$ cat src/rtl/opd_pkg.sv
package opd_pkg;
   typedef enum logic [2:0] {
      FLT_NONE   = 3'd0,
      FLT_UNRES  = 3'd1,
      FLT_ACCESS = 3'd2,
      FLT_RDONLY = 3'd3,
      FLT_TYPE   = 3'd4
   } fault_e;

   typedef enum logic [1:0] {
      VIS_PUBLIC    = 2'b00,
      VIS_PRIVATE   = 2'b01,
      VIS_PROTECTED = 2'b10,
      VIS_PACKAGE   = 2'b11
   } vis_e;

   typedef enum logic [1:0] {
      REL_OTHER      = 2'b00,
      REL_SAME_PKG   = 2'b01,
      REL_SUBCLASS   = 2'b10,
      REL_SAME_CLASS = 2'b11
   } rel_e;
endpackage

$ cat src/rtl/opd_field_split.sv
module opd_field_split #(
   parameter int DESC_W = 32,
   parameter int OFS_W  = 22,
   parameter int TYPE_W = 4
) (
   input  logic [DESC_W-1:0] desc,
   output logic              resolved,
   output logic              rdonly,
   output logic [1:0]        space,
   output logic [TYPE_W-1:0] kind,
   output logic [1:0]        vis,
   output logic [OFS_W-1:0]  ofs
);
   localparam int VIS_LO   = OFS_W;
   localparam int KIND_LO  = VIS_LO + 2;
   localparam int SPACE_LO = KIND_LO + TYPE_W;
   localparam int RO_BIT   = SPACE_LO + 2;
   localparam int RES_BIT  = RO_BIT + 1;

   generate
      if (RES_BIT != DESC_W - 1) begin : g_bad_layout
         $error("descriptor fields do not fill DESC_W");
      end
   endgenerate

   // packed field extraction
   assign ofs      = desc[OFS_W-1:0];
   assign vis      = desc[VIS_LO+1:VIS_LO];
   assign kind     = desc[SPACE_LO-1:KIND_LO];
   assign space    = desc[RO_BIT-1:SPACE_LO];
   assign rdonly   = desc[RO_BIT];
   assign resolved = desc[RES_BIT];
endmodule

$ cat src/rtl/opd_visibility.sv
module opd_visibility
   import opd_pkg::*;
#(
   parameter bit PROT_SPANS_PKG = 1'b1
) (
   input  logic [1:0] vis,
   input  logic [1:0] rel,
   output logic       allowed
);
   rel_e r;
   logic prot_ok;
   logic pkg_ok;

   assign r      = rel_e'(rel);
   assign pkg_ok = (r == REL_SAME_CLASS) || (r == REL_SAME_PKG);

   generate
      if (PROT_SPANS_PKG) begin : g_prot_wide
         assign prot_ok = pkg_ok || (r == REL_SUBCLASS);
      end else begin : g_prot_narrow
         assign prot_ok = (r == REL_SAME_CLASS) || (r == REL_SUBCLASS);
      end
   endgenerate

   always_comb begin
      unique case (vis_e'(vis))
         VIS_PUBLIC:    allowed = 1'b1;
         VIS_PRIVATE:   allowed = (r == REL_SAME_CLASS);
         VIS_PROTECTED: allowed = prot_ok;
         VIS_PACKAGE:   allowed = pkg_ok;
         default:       allowed = 1'b0;
      endcase
   end

   always_comb begin
      AST_PRIVATE_OUTSIDER: assert (!(vis == 2'b01 && rel != 2'b11 && allowed));
      AST_PUBLIC_OPEN: assert (!(vis == 2'b00 && !allowed));
   end
endmodule

$ cat src/rtl/opd_fault_pick.sv
module opd_fault_pick
   import opd_pkg::*;
(
   input  logic   unres,
   input  logic   vis_bad,
   input  logic   ro_bad,
   input  logic   kind_bad,
   output fault_e code
);
   // fixed priority, first match wins
   always_comb begin
      if (unres)         code = FLT_UNRES;
      else if (vis_bad)  code = FLT_ACCESS;
      else if (ro_bad)   code = FLT_RDONLY;
      else if (kind_bad) code = FLT_TYPE;
      else               code = FLT_NONE;
   end

   always_comb begin
      AST_UNRES_WINS: assert (!(unres && code != FLT_UNRES));
      AST_CLEAN_NONE: assert (!(!unres && !vis_bad && !ro_bad && !kind_bad && code != FLT_NONE));
   end
endmodule

$ cat src/rtl/opd_ea_adder.sv
module opd_ea_adder #(
   parameter int OFS_W  = 22,
   parameter int ADDR_W = 32
) (
   input  logic [ADDR_W-1:0] base,
   input  logic [OFS_W-1:0]  ofs,
   output logic [ADDR_W-1:0] ea
);
   localparam int PAD_W = ADDR_W - OFS_W;

   generate
      if (ADDR_W < OFS_W) begin : g_bad_width
         $error("ADDR_W must be at least OFS_W");
      end else if (PAD_W == 0) begin : g_flush
         assign ea = base + ofs;
      end else begin : g_zext
         // offset zero-extended, sum wraps modulo 2^ADDR_W
         assign ea = base + {{PAD_W{1'b0}}, ofs};
      end
   endgenerate
endmodule

$ cat src/rtl/opd_guard.sv
module opd_guard
   import opd_pkg::*;
#(
   parameter int          DESC_W         = 32,
   parameter int          OFS_W          = 22,
   parameter int          TYPE_W         = 4,
   parameter int          ADDR_W         = 32,
   parameter logic [3:0]  REF_KIND       = 4'hF,
   parameter bit          PROT_SPANS_PKG = 1'b1
) (
   input  logic              clk,
   input  logic              rst_n,
   input  logic              req_valid,
   input  logic              req_write,
   input  logic [1:0]        req_rel,
   input  logic [TYPE_W-1:0] req_type,
   input  logic [DESC_W-1:0] req_desc,
   input  logic [ADDR_W-1:0] inst_base,
   input  logic [ADDR_W-1:0] class_base,
   output logic              rsp_valid,
   output logic              rsp_grant,
   output logic              rsp_trap,
   output logic [2:0]        rsp_fault,
   output logic [ADDR_W-1:0] rsp_addr,
   output logic              rsp_indirect,
   output logic              rsp_is_ref
);
   localparam logic [TYPE_W-1:0] REF_CODE = TYPE_W'(REF_KIND);

   generate
      if (TYPE_W < 1 || TYPE_W > 4) begin : g_bad_type
         $error("TYPE_W out of range");
      end
   endgenerate

   logic              f_res;
   logic              f_ro;
   logic [1:0]        f_space;
   logic [TYPE_W-1:0] f_kind;
   logic [1:0]        f_vis;
   logic [OFS_W-1:0]  f_ofs;
   logic              vis_ok;
   fault_e            code;
   logic [ADDR_W-1:0] sel_base;
   logic [ADDR_W-1:0] ea;

   opd_field_split #(.DESC_W(DESC_W), .OFS_W(OFS_W), .TYPE_W(TYPE_W)) i_split (
      .desc(req_desc), .resolved(f_res), .rdonly(f_ro), .space(f_space),
      .kind(f_kind), .vis(f_vis), .ofs(f_ofs)
   );

   opd_visibility #(.PROT_SPANS_PKG(PROT_SPANS_PKG)) i_vis (
      .vis(f_vis), .rel(req_rel), .allowed(vis_ok)
   );

   opd_fault_pick i_pick (
      .unres(!f_res), .vis_bad(!vis_ok), .ro_bad(f_ro && req_write),
      .kind_bad(f_kind != req_type), .code(code)
   );

   // any non-zero selector points into the class data space
   assign sel_base = (f_space == 2'b00) ? inst_base : class_base;

   opd_ea_adder #(.OFS_W(OFS_W), .ADDR_W(ADDR_W)) i_ea (
      .base(sel_base), .ofs(f_ofs), .ea(ea)
   );

   always_ff @(posedge clk or negedge rst_n) begin
      if (!rst_n) begin
         rsp_valid    <= 1'b0;
         rsp_grant    <= 1'b0;
         rsp_trap     <= 1'b0;
         rsp_fault    <= 3'd0;
         rsp_addr     <= '0;
         rsp_indirect <= 1'b0;
         rsp_is_ref   <= 1'b0;
      end else begin
         rsp_valid <= req_valid;
         rsp_grant <= req_valid && (code == FLT_NONE);
         rsp_trap  <= req_valid && (code == FLT_UNRES);
         if (req_valid) begin
            rsp_fault    <= code;
            rsp_addr     <= ea;
            rsp_indirect <= f_space[1];
            rsp_is_ref   <= (f_kind == REF_CODE);
         end
      end
   end

   AST_RSP_AFTER_REQ: assert property (@(posedge clk) disable iff (!rst_n)
      req_valid |=> rsp_valid);
   AST_QUIET_IDLE: assert property (@(posedge clk) disable iff (!rst_n)
      !req_valid |=> (!rsp_valid && !rsp_grant && !rsp_trap));
   AST_GRANT_CLEAN: assert property (@(posedge clk) disable iff (!rst_n)
      rsp_valid |-> (rsp_grant == (rsp_fault == 3'd0)));
   AST_TRAP_UNRES: assert property (@(posedge clk) disable iff (!rst_n)
      (req_valid && !req_desc[DESC_W-1]) |=> (rsp_trap && !rsp_grant));
   AST_RO_WRITE_DENIED: assert property (@(posedge clk) disable iff (!rst_n)
      (req_valid && req_write && req_desc[DESC_W-2]) |=> !rsp_grant);
   AST_INDIRECT_SEL: assert property (@(posedge clk) disable iff (!rst_n)
      req_valid |=> (rsp_indirect == $past(req_desc[DESC_W-3])));
endmodule

$ cat config.mk
export PLATFORM = sky130hd
export DESIGN_NAME = opd_guard
export DESIGN_NICKNAME = d
export VERILOG_FILES = /design/src/rtl/opd_pkg.sv /design/src/rtl/opd_field_split.sv /design/src/rtl/opd_visibility.sv /design/src/rtl/opd_fault_pick.sv /design/src/rtl/opd_ea_adder.sv /design/src/rtl/opd_guard.sv
export SDC_FILE = /design/constraint.sdc
export NUM_CORES = 1
export LEC_CHECK = 0
export BUFFER_PORTS_ARGS = -buffer_cell sky130_fd_sc_hd__buf_2
export CAP_MARGIN = 10
export CORE_MARGIN = 4
export CORE_UTILIZATION = 30
export CTS_BUF_LIST = sky130_fd_sc_hd__clkbuf_2
export CTS_CLUSTER_DIAMETER = 40
export DETAILED_ROUTE_END_ITERATION = 16
export GPL_TIMING_DRIVEN = 0
export HOLD_SLACK_MARGIN = 0.08
export SYNTH_ARGS = -nofsm -noshare
export SYNTH_HDL_FRONTEND = slang
export SYNTH_SLANG_ARGS = --single-unit
$ cat constraint.sdc
create_clock -name clk -period 1.19 [get_ports clk]
set_input_delay 0.238 -clock clk [delete_from_list [all_inputs] [get_ports clk]]
set_output_delay 0.238 -clock clk [all_outputs]
set_load 0.02 [all_outputs]
==> results by group, run 1 <==
GRT
  – Vias in the first global route: 4158
  – Initial antenna violation count: 1
  – Wire length of the first global-routing pass: 20400 um
  – Largest net degree at the start of global routing: 41
  – Global route overflow: 0
  – GRT Util Overall: 0.194

CTS
  – Worst-skew pair later-pin latency: 0.41 ns
  – Clock slew at reported path FFs: 0.21 ns
  – CTS tree: done
  – Clock root buffer: clkbuf_2
  – H-tree depth: 2
  – CTS max path bufs: 2
  – # clock sinks: 40
  – CTS Buf Count: 5

Power and ir drop
  – LEAKAGE: 0.00282 uW
  – Sw frac: 0.400
  – Switch Pwr: 2450 uW
  – Clock power share: 0.104
  – Seq pwr share: 0.301
  – Cell Int Power: about 3700 uW
  – Comb pwr share: 0.595
  – Max IR drop VDD: 0.000578 V
  – P per Cell Area: 1020 nW/um^2

Logic synthesis
  – Mapped Area: 3460 sq um
  – Synth Register Bits: 40
  – Top cell type's share of synthesized area: 0.290
  – Cells after Synth: around 440
  – Cells taking the most area after synthesis: dfrtp_1 29%, nand2_1 13%, ha_1 8.7%
  – Post-synthesis area per instance: 7.87 sq um
  – Number of distinct library cells after synthesis: 55
  – Sequential element share of the synthesized area: 0.290
  – Async set-reset flop share out of synthesis: 1.00
  – Area leader, netlist: dfrtp_1
  – Mapped Nets: 570
  – Synth Flop Type: dfrtp_1
  – Post-synth EDFFs: 0
  – Synth Warn #: 0

Setup path
  – Reg2reg setup slack: 0.14 ns
  – Crit path buf inv count: 4
  – Cell count of the worst reg-to-reg path: 4
  – Critical path cell sequence: buf_8 -> or2_4 -> clkbuf_16 -> clkbuf_16 -> nand2_8 -> nand2_4 -> ha_4 -> inv_2 -> fa_2 -> nand2b_4 -> a21oi_4 -> o211ai_1 -> a2111oi_4 -> o21ai_1 -> xor2_1 -> mux2_4
  – CP Capture Type: register
  – Worst Path Required: 1.50 ns
  – Termination of the worst setup path: rsp_addr[24]
  – Worst flop-to-flop path startpoint: rsp_addr[23]
  – Startpoint Class: input pin
  – Critical path origin: req_desc[28]
  – Cell depth of the worst setup path: 16
  – Critical path peak fanout: 7
  – CP Data Arrival Time: about 2.9 ns
  – R2r endpoint: rsp_addr[23]
  – Largest stage delay, worst path: between 0.4 and 0.5 ns
  – Slowest cell on the critical path: a2111oi_4
  – Cell mode on critical path: clkbuf_16
  – Critical path type: input pin to register
  – Delay-heaviest family, CP: compound AO/OA/AOI/OAI gates

Layout
  – Share of cells above drive strength 1: 0.504
  – Multi-input logic area: 2920 sq um
  – Final Core Density: 0.540
  – Nets: about 790
  – Register Area: 1000 sq um
  – FILL cells: 1048
  – Final Cell Area: 5980 sq um
  – Layout Area Growth over Synthesis: 73.2%

Floorplan
  – I/O Pins: 146
  – Std-Cell Rows: 38
  – Core Area: 11100 sq um
  – Die Ht: approximately 120 um
  – Die area: between 10000 and 15000 sq um
  – Die W: 115 um
  – Starting density of the core: 0.312

Timing
  – Fmax: approximately 0.38 GHz
  – RSZ-0062 raised after global routing: yes
  – Final setup violation count: 71
  – Relative slew slack: 0.525
  – Setup ws final: -1.44 ns
  – Worst slew pin tran: roughly 0.71 ns
  – Final worst path period need: 2.63 ns
  – Max Slew Vio Count: 0
  – Hold Violations, Final: 0
  – Worst Hold Slack: 0.179 ns
  – Fin crit share: 2.21
  – Final Skew: 0 ns

Detailed routing
  – Vias: 4058
  – Final ANT Viol Nets: 0
  – Vias/cell: about 5.1
  – DRC viols: 0
  – Drt wl/cell: 16.8 um
  – Initial DRC Count: 206
  – Total wire length: 13500 um
  – DRT Pass-1 Iters: 5

Worst hold path
  – Hold Crit Class: input pin to register

Placed design
  – Area after DPL: 4540 sq um
  – DPL Wire Length: roughly 9500 um
  – PortBufs: 145
  – RD Place Congestion: 0.878

Status
  – Status: complete, but fails checks
  – Failing checks: setup timing

Job
  – Max cap viols: 0
registers in the layout (all words and copies together) (netlist names):
| name | count |
|---|---|
| rsp_is_ref | 1 |
| rsp_grant | 1 |
| rsp_indirect | 1 |
| rsp_addr | 32 |
| rsp_valid | 1 |
| rsp_trap | 1 |
| rsp_fault | 3 |
tightest hold or removal path: cells and delay by family:
| kind | cells | cell delay (ns) |
|---|---|---|
| AO/OA/AOI/OAI | 2 | 0.16 |
| AND/OR/NAND/NOR | 1 | 0.09 |
| buffers and inverters | 1 | 0.08 |
kinds of logic after synthesis:
kind of cell / synth area share
AO/OA/AOI/OAI: 0.211
XOR/XNOR: 0.0558
adder cells (fa/ha/maj): 0.0927
buffers and inverters: 0.0384
flip-flops: 0.290
multiplexers: 0.0778
AND/OR/NAND/NOR: 0.234
layout by cell type, fill, tap and decap left out, drive strengths merged, types with 3 or more instances in the layout:
master / synthesis / final
buf: 8 / 214
nand2: 117 / 117
dfrtp: 40 / 40
a21oi: 28 / 28
nor2: 25 / 25
ha: 24 / 24
mux2: 17 / 17
o21ai: 17 / 17
nand3: 15 / 15
inv: 14 / 14
clkbuf: 10 / 14
xor2: 13 / 13
a21o: 9 / 9
dlygate4sd3: 0 / 9
xnor2: 9 / 9
o21a: 9 / 9
nor3: 9 / 9
o211ai: 8 / 8
mux2i: 7 / 7
a211oi: 6 / 6
o31ai: 6 / 6
and3: 5 / 5
o21bai: 4 / 4
nand4: 3 / 3
or3: 3 / 3
cell type report:
type / count / area share
repair buffers: 215 / 0.267
flip-flops and latches: 40 / 0.167
diodes: 1 / 0.000418
well taps: 140 / 0.0293
plain buffers: 17 / 0.0330
clock inverters: 3 / 0.00314
clock buffers: 5 / 0.00418
multi-input cells: 367 / 0.487
inverters: 14 / 0.00878
power by group through the flow:
stage / Sequential [uW] / Clock (uW) / Combinational (uW)
after floorplan: 2130 / 0 / 1260
final: 1840 / 636 / 3640
after CTS: 1840 / 666 / 3240
after global routing: 1880 / 737 / 3900
after detailed placement: 1800 / 0 / 2460
after global placement: 1800 / 0 / 2430
worst min path at each step:
stage | startpoint | end | slack [ns] | cells after the start
global route | req_desc[0] | rsp_addr[0] | 0.12 | 3
floorplan | rst_n | rsp_addr[0] | -0.06 | 0
CTS | req_desc[30] | rsp_fault[0] | 0.08 | 3
detailed placement | req_valid | rsp_valid | 0.37 | 1
finish | req_desc[22] | rsp_fault[0] | 0.18 | 4
global placement | req_valid | rsp_valid | 0.37 | 1
synth_stat cells (8+ instances only):
cell      instances
a21oi_1          28
o211ai_1          8
o21a_1            9
nor2_1           25
inv_1            14
mux2_2           16
o21ai_0          11
dfrtp_1          40
nor3_1            9
xnor2_1           9
nand2_1         117
clkbuf_1         10
ha_1             24
nand3_1          15
a21o_1            9
xor2_1           13
metal layers:
metal / routed length [um] / vias to the layer above / track usage
met2: 6660 / 128 / 0.334
met4: 204 / 0 / 0.0532
met5: 0 / - / 0
li1: - / 1999 / -
met3: 700 / 10 / 0.0300
met1: 5930 / 1921 / 0.253
metrics by stage:
| stage | total power [uW] | setup TNS (ns) | instances | setup slack (ns) |
|---|---|---|---|---|
| 2_1_floorplan | 3400 | -41.98 | 439 | -1.80 |
| 3_3_place_gp | 4230 | -62.41 | 724 | -2.47 |
| 3_5_place_dp | 4260 | -62.53 | 724 | -2.48 |
| 4_1_cts | 5750 | -38.50 | 779 | -1.44 |
| 5_1_grt | 6520 | -43.43 | 802 | -1.54 |
| 6_report | 6110 | -38.35 | 802 | -1.44 |
what timing repair did:
item | 4_1_cts | 5_1_grt
resized for setup | 151 | 57
setup endpoints to repair | 77 | 112
cloned | 0 | 1
pin swaps | 37 | 37
hold endpoints to repair | 46 | 1
hold buffers | 8 | 1
setup buffers | 39 | 23
Note: power is estimated with default switching activity, not from simulation.
==> run 2, diff against run 1 <==
--- a/config.mk
+++ b/config.mk
@@ -8,12 +8,14 @@
 export BUFFER_PORTS_ARGS = -buffer_cell sky130_fd_sc_hd__buf_2
 export CAP_MARGIN = 10
 export CORE_MARGIN = 4
-export CORE_UTILIZATION = 30
+export CORE_UTILIZATION = 40
 export CTS_BUF_LIST = sky130_fd_sc_hd__clkbuf_2
 export CTS_CLUSTER_DIAMETER = 40
+export CTS_CLUSTER_SIZE = 30
 export DETAILED_ROUTE_END_ITERATION = 16
 export GPL_TIMING_DRIVEN = 0
 export HOLD_SLACK_MARGIN = 0.08
+export PLACE_DENSITY = 0.69
 export SYNTH_ARGS = -nofsm -noshare
 export SYNTH_HDL_FRONTEND = slang
 export SYNTH_SLANG_ARGS = --single-unit
==> run 2 against run 1 <==
Compared with the run above: the flow still finishes with violations (setup timing); via count is 3.9% higher; largest power group unchanged; combinational power is 3% higher; clock-buffer cell count stayed put; register-to-register slack worse by 0.02 ns; routed wire length is 1.2% lower; hold slack worse by 0.077 ns; core utilization is 19 points higher; power is 5.7% higher; flip-flop and latch count stayed put; sequential share of layout area is 0.24 points lower; sequential power hardly changed; first-iteration DRC count is 11% higher.
==> results by group, run 2 (synthesis results as in run 1) <==
CTS
  – Worst-skew pair later-pin latency: slightly above 0.4 ns
  – CTS tree: done
  – CTS Buf Count: 5
  – CTS max path bufs: 2
  – Clock root buffer: clkbuf_2
  – # clock sinks: 40
  – H-tree depth: 2
  – Clock slew at reported path FFs: 0.24 ns

Placed design
  – RD Place Congestion: 0.903
  – PortBufs: 145
  – DPL Wire Length: 8800 um

Detailed routing
  – DRC viols: 0
  – Vias/cell: between 5 and 6
  – Drt wl/cell: 17.4 um
  – Initial DRC Count: 229
  – Final ANT Viol Nets: 0
  – Vias: 4215
  – Total wire length: 13300 um
  – DRT Pass-1 Iters: 5

Timing
  – Setup ws final: -1.49 ns
  – Final Skew: 0 ns
  – Max Slew Vio Count: 0
  – Relative slew slack: 0.617
  – Hold Violations, Final: 0
  – Worst slew pin tran: roughly 0.56 ns
  – Final setup violation count: 71
  – Worst Hold Slack: 0.101 ns
  – RSZ-0062 raised after global routing: yes
  – Fin crit share: 2.25
  – Final worst path period need: 2.68 ns
  – Fmax: 0.373 GHz

Floorplan
  – Die area: 10200 sq um
  – I/O Pins: 146
  – Die Ht: between 100 and 150 um
  – Std-Cell Rows: 33
  – Starting density of the core: 0.416
  – Die W: 101 um
  – Core Area: around 8300 sq um

GRT
  – Vias in the first global route: 4154
  – Busiest grt layer: met2
  – Met2 Track Usage GR: 0.438
  – Met3 usage: 0.0450
  – Initial antenna violation count: 0
  – Largest net degree at the start of global routing: 41
  – Wire length of the first global-routing pass: 20000 um
  – Global route overflow: 0
  – Global routing usage on met1: 0.299
  – GRT Util Overall: 0.245

Setup path
  – CP Data Arrival Time: 3.07 ns
  – Cell mode on critical path: nand2_4
  – Critical path cell sequence: buf_8 -> or2_4 -> clkbuf_16 -> clkbuf_16 -> buf_8 -> nand2_4 -> nand2_4 -> ha_4 -> buf_6 -> nand2_4 -> o211ai_1 -> nand2_2 -> a2111oi_4 -> nor2_2 -> or4_1 -> nand3_1
  – CP Capture Type: register
  – Critical path type: input pin to register
  – Startpoint Class: input pin
  – Worst Path Required: 1.58 ns
  – Largest stage delay, worst path: 0.47 ns
  – Slowest cell on the critical path: or4_1
  – Critical path peak fanout: 6

Layout
  – Nets: between 700 and 800
  – Layout Area Growth over Synthesis: 75.7%
  – Share of cells above drive strength 1: 0.530
  – Max FFs per register: 32
  – Commonest cells after routing, fill and taps aside: 103 x buf_2, 92 x nand2_1, 54 x buf_6, 53 x buf_4, 40 x dfrtp_1
  – Diodes inserted: 0
  – Biggest regs: rsp_addr: 32 flops, rsp_fault: 3 flops
  – Commonest non-fill, non-tap cell in the layout: buf_2
  – Biggest register: rsp_addr

Job
  – Max cap viols: 0

Status
  – Status: complete, but fails checks
  – Failing checks: setup timing

Power and ir drop
  – Max IR drop VDD: just under 0.0007 V
  – LEAKAGE: 0.00289 uW
  – P per Cell Area: 1060 nW/um^2
  – Overall power: 6460 uW

Worst hold path
  – Hold Crit Class: input pin to register
## run 2: what timing repair did
| item | in CTS | in global routing |
|---|---|---|
| hold endpoints to repair | 46 | 1 |
| endpoints found under the setup margin | 77 | 116 |
| pin swaps | 36 | 56 |
| resized for setup | 143 | 100 |
| setup buffers | 36 | 29 |
| hold buffers | 6 | 1 |
## run 2: power by group
| group | switching, uW | internal (uW) |
|---|---|---|
| clock network | 516 | 353 |
| logic | 1780 | 1960 |
| registers | 225 | 1630 |
## run 2: worst max-delay path: cells and delay by family
| kind | cells | cell delay [ns] |
|---|---|---|
| AO/OA/AOI/OAI | 2 | 0.64 |
| adder cells (fa/ha/maj) | 1 | 0.25 |
| buffers and inverters | 5 | 0.67 |
| AND/OR/NAND/NOR | 8 | 1.24 |
## run 2: layout make-up
| type | count | area, sq um |
|---|---|---|
| clock inverters | 3 | 42.5 |
| clock buffers | 5 | 25.0 |
| plain buffers | 16 | 191 |
| repair buffers | 215 | 1590 |
| inverters | 14 | 52.6 |
| fillers | 616 | 2230 |
| flip-flops and latches | 40 | 1000 |
| multi-input cells | 367 | 3040 |
| well taps | 105 | 131 |
## run 2: worst paths after layout
kind	cells past startpoint	slack [ns]	end	from
setup / recovery	16	-1.49	rsp_addr[28]	req_desc[28]
hold / removal	3	0.10	rsp_is_ref	req_desc[26]
setup reg to reg	4	0.12	rsp_addr[27]	rsp_addr[27]
hold reg to reg	2	0.55	rsp_fault[2]	rsp_fault[2]
max in group asynchronous	2	0.44	rsp_addr[25]	rst_n
min in group asynchronous	2	0.33	rsp_addr[22]	rst_n
## run 2: metal layers
metal,routed length [um],up-vias
met5,0,-
li1,-,1992
met1,5290,1997
met2,6800,196
met4,289,0
met3,959,30
## run 2: per-stage QoR
stage / instance area [sq um] / setup slack, ns / utilization / setup TNS (ns) / cells
2_1_floorplan: 3640 / -1.80 / - / -41.98 / 439
4_1_cts: 5440 / -1.42 / 0.655 / -37.38 / 739
3_5_place_dp: 4490 / -2.50 / 0.542 / -62.83 / 689
5_1_grt: 6070 / -1.54 / 0.732 / -42.08 / 765
3_3_place_gp: 4490 / -2.44 / 0.542 / -60.72 / 689
6_report: 6070 / -1.49 / 0.732 / -38.40 / 765
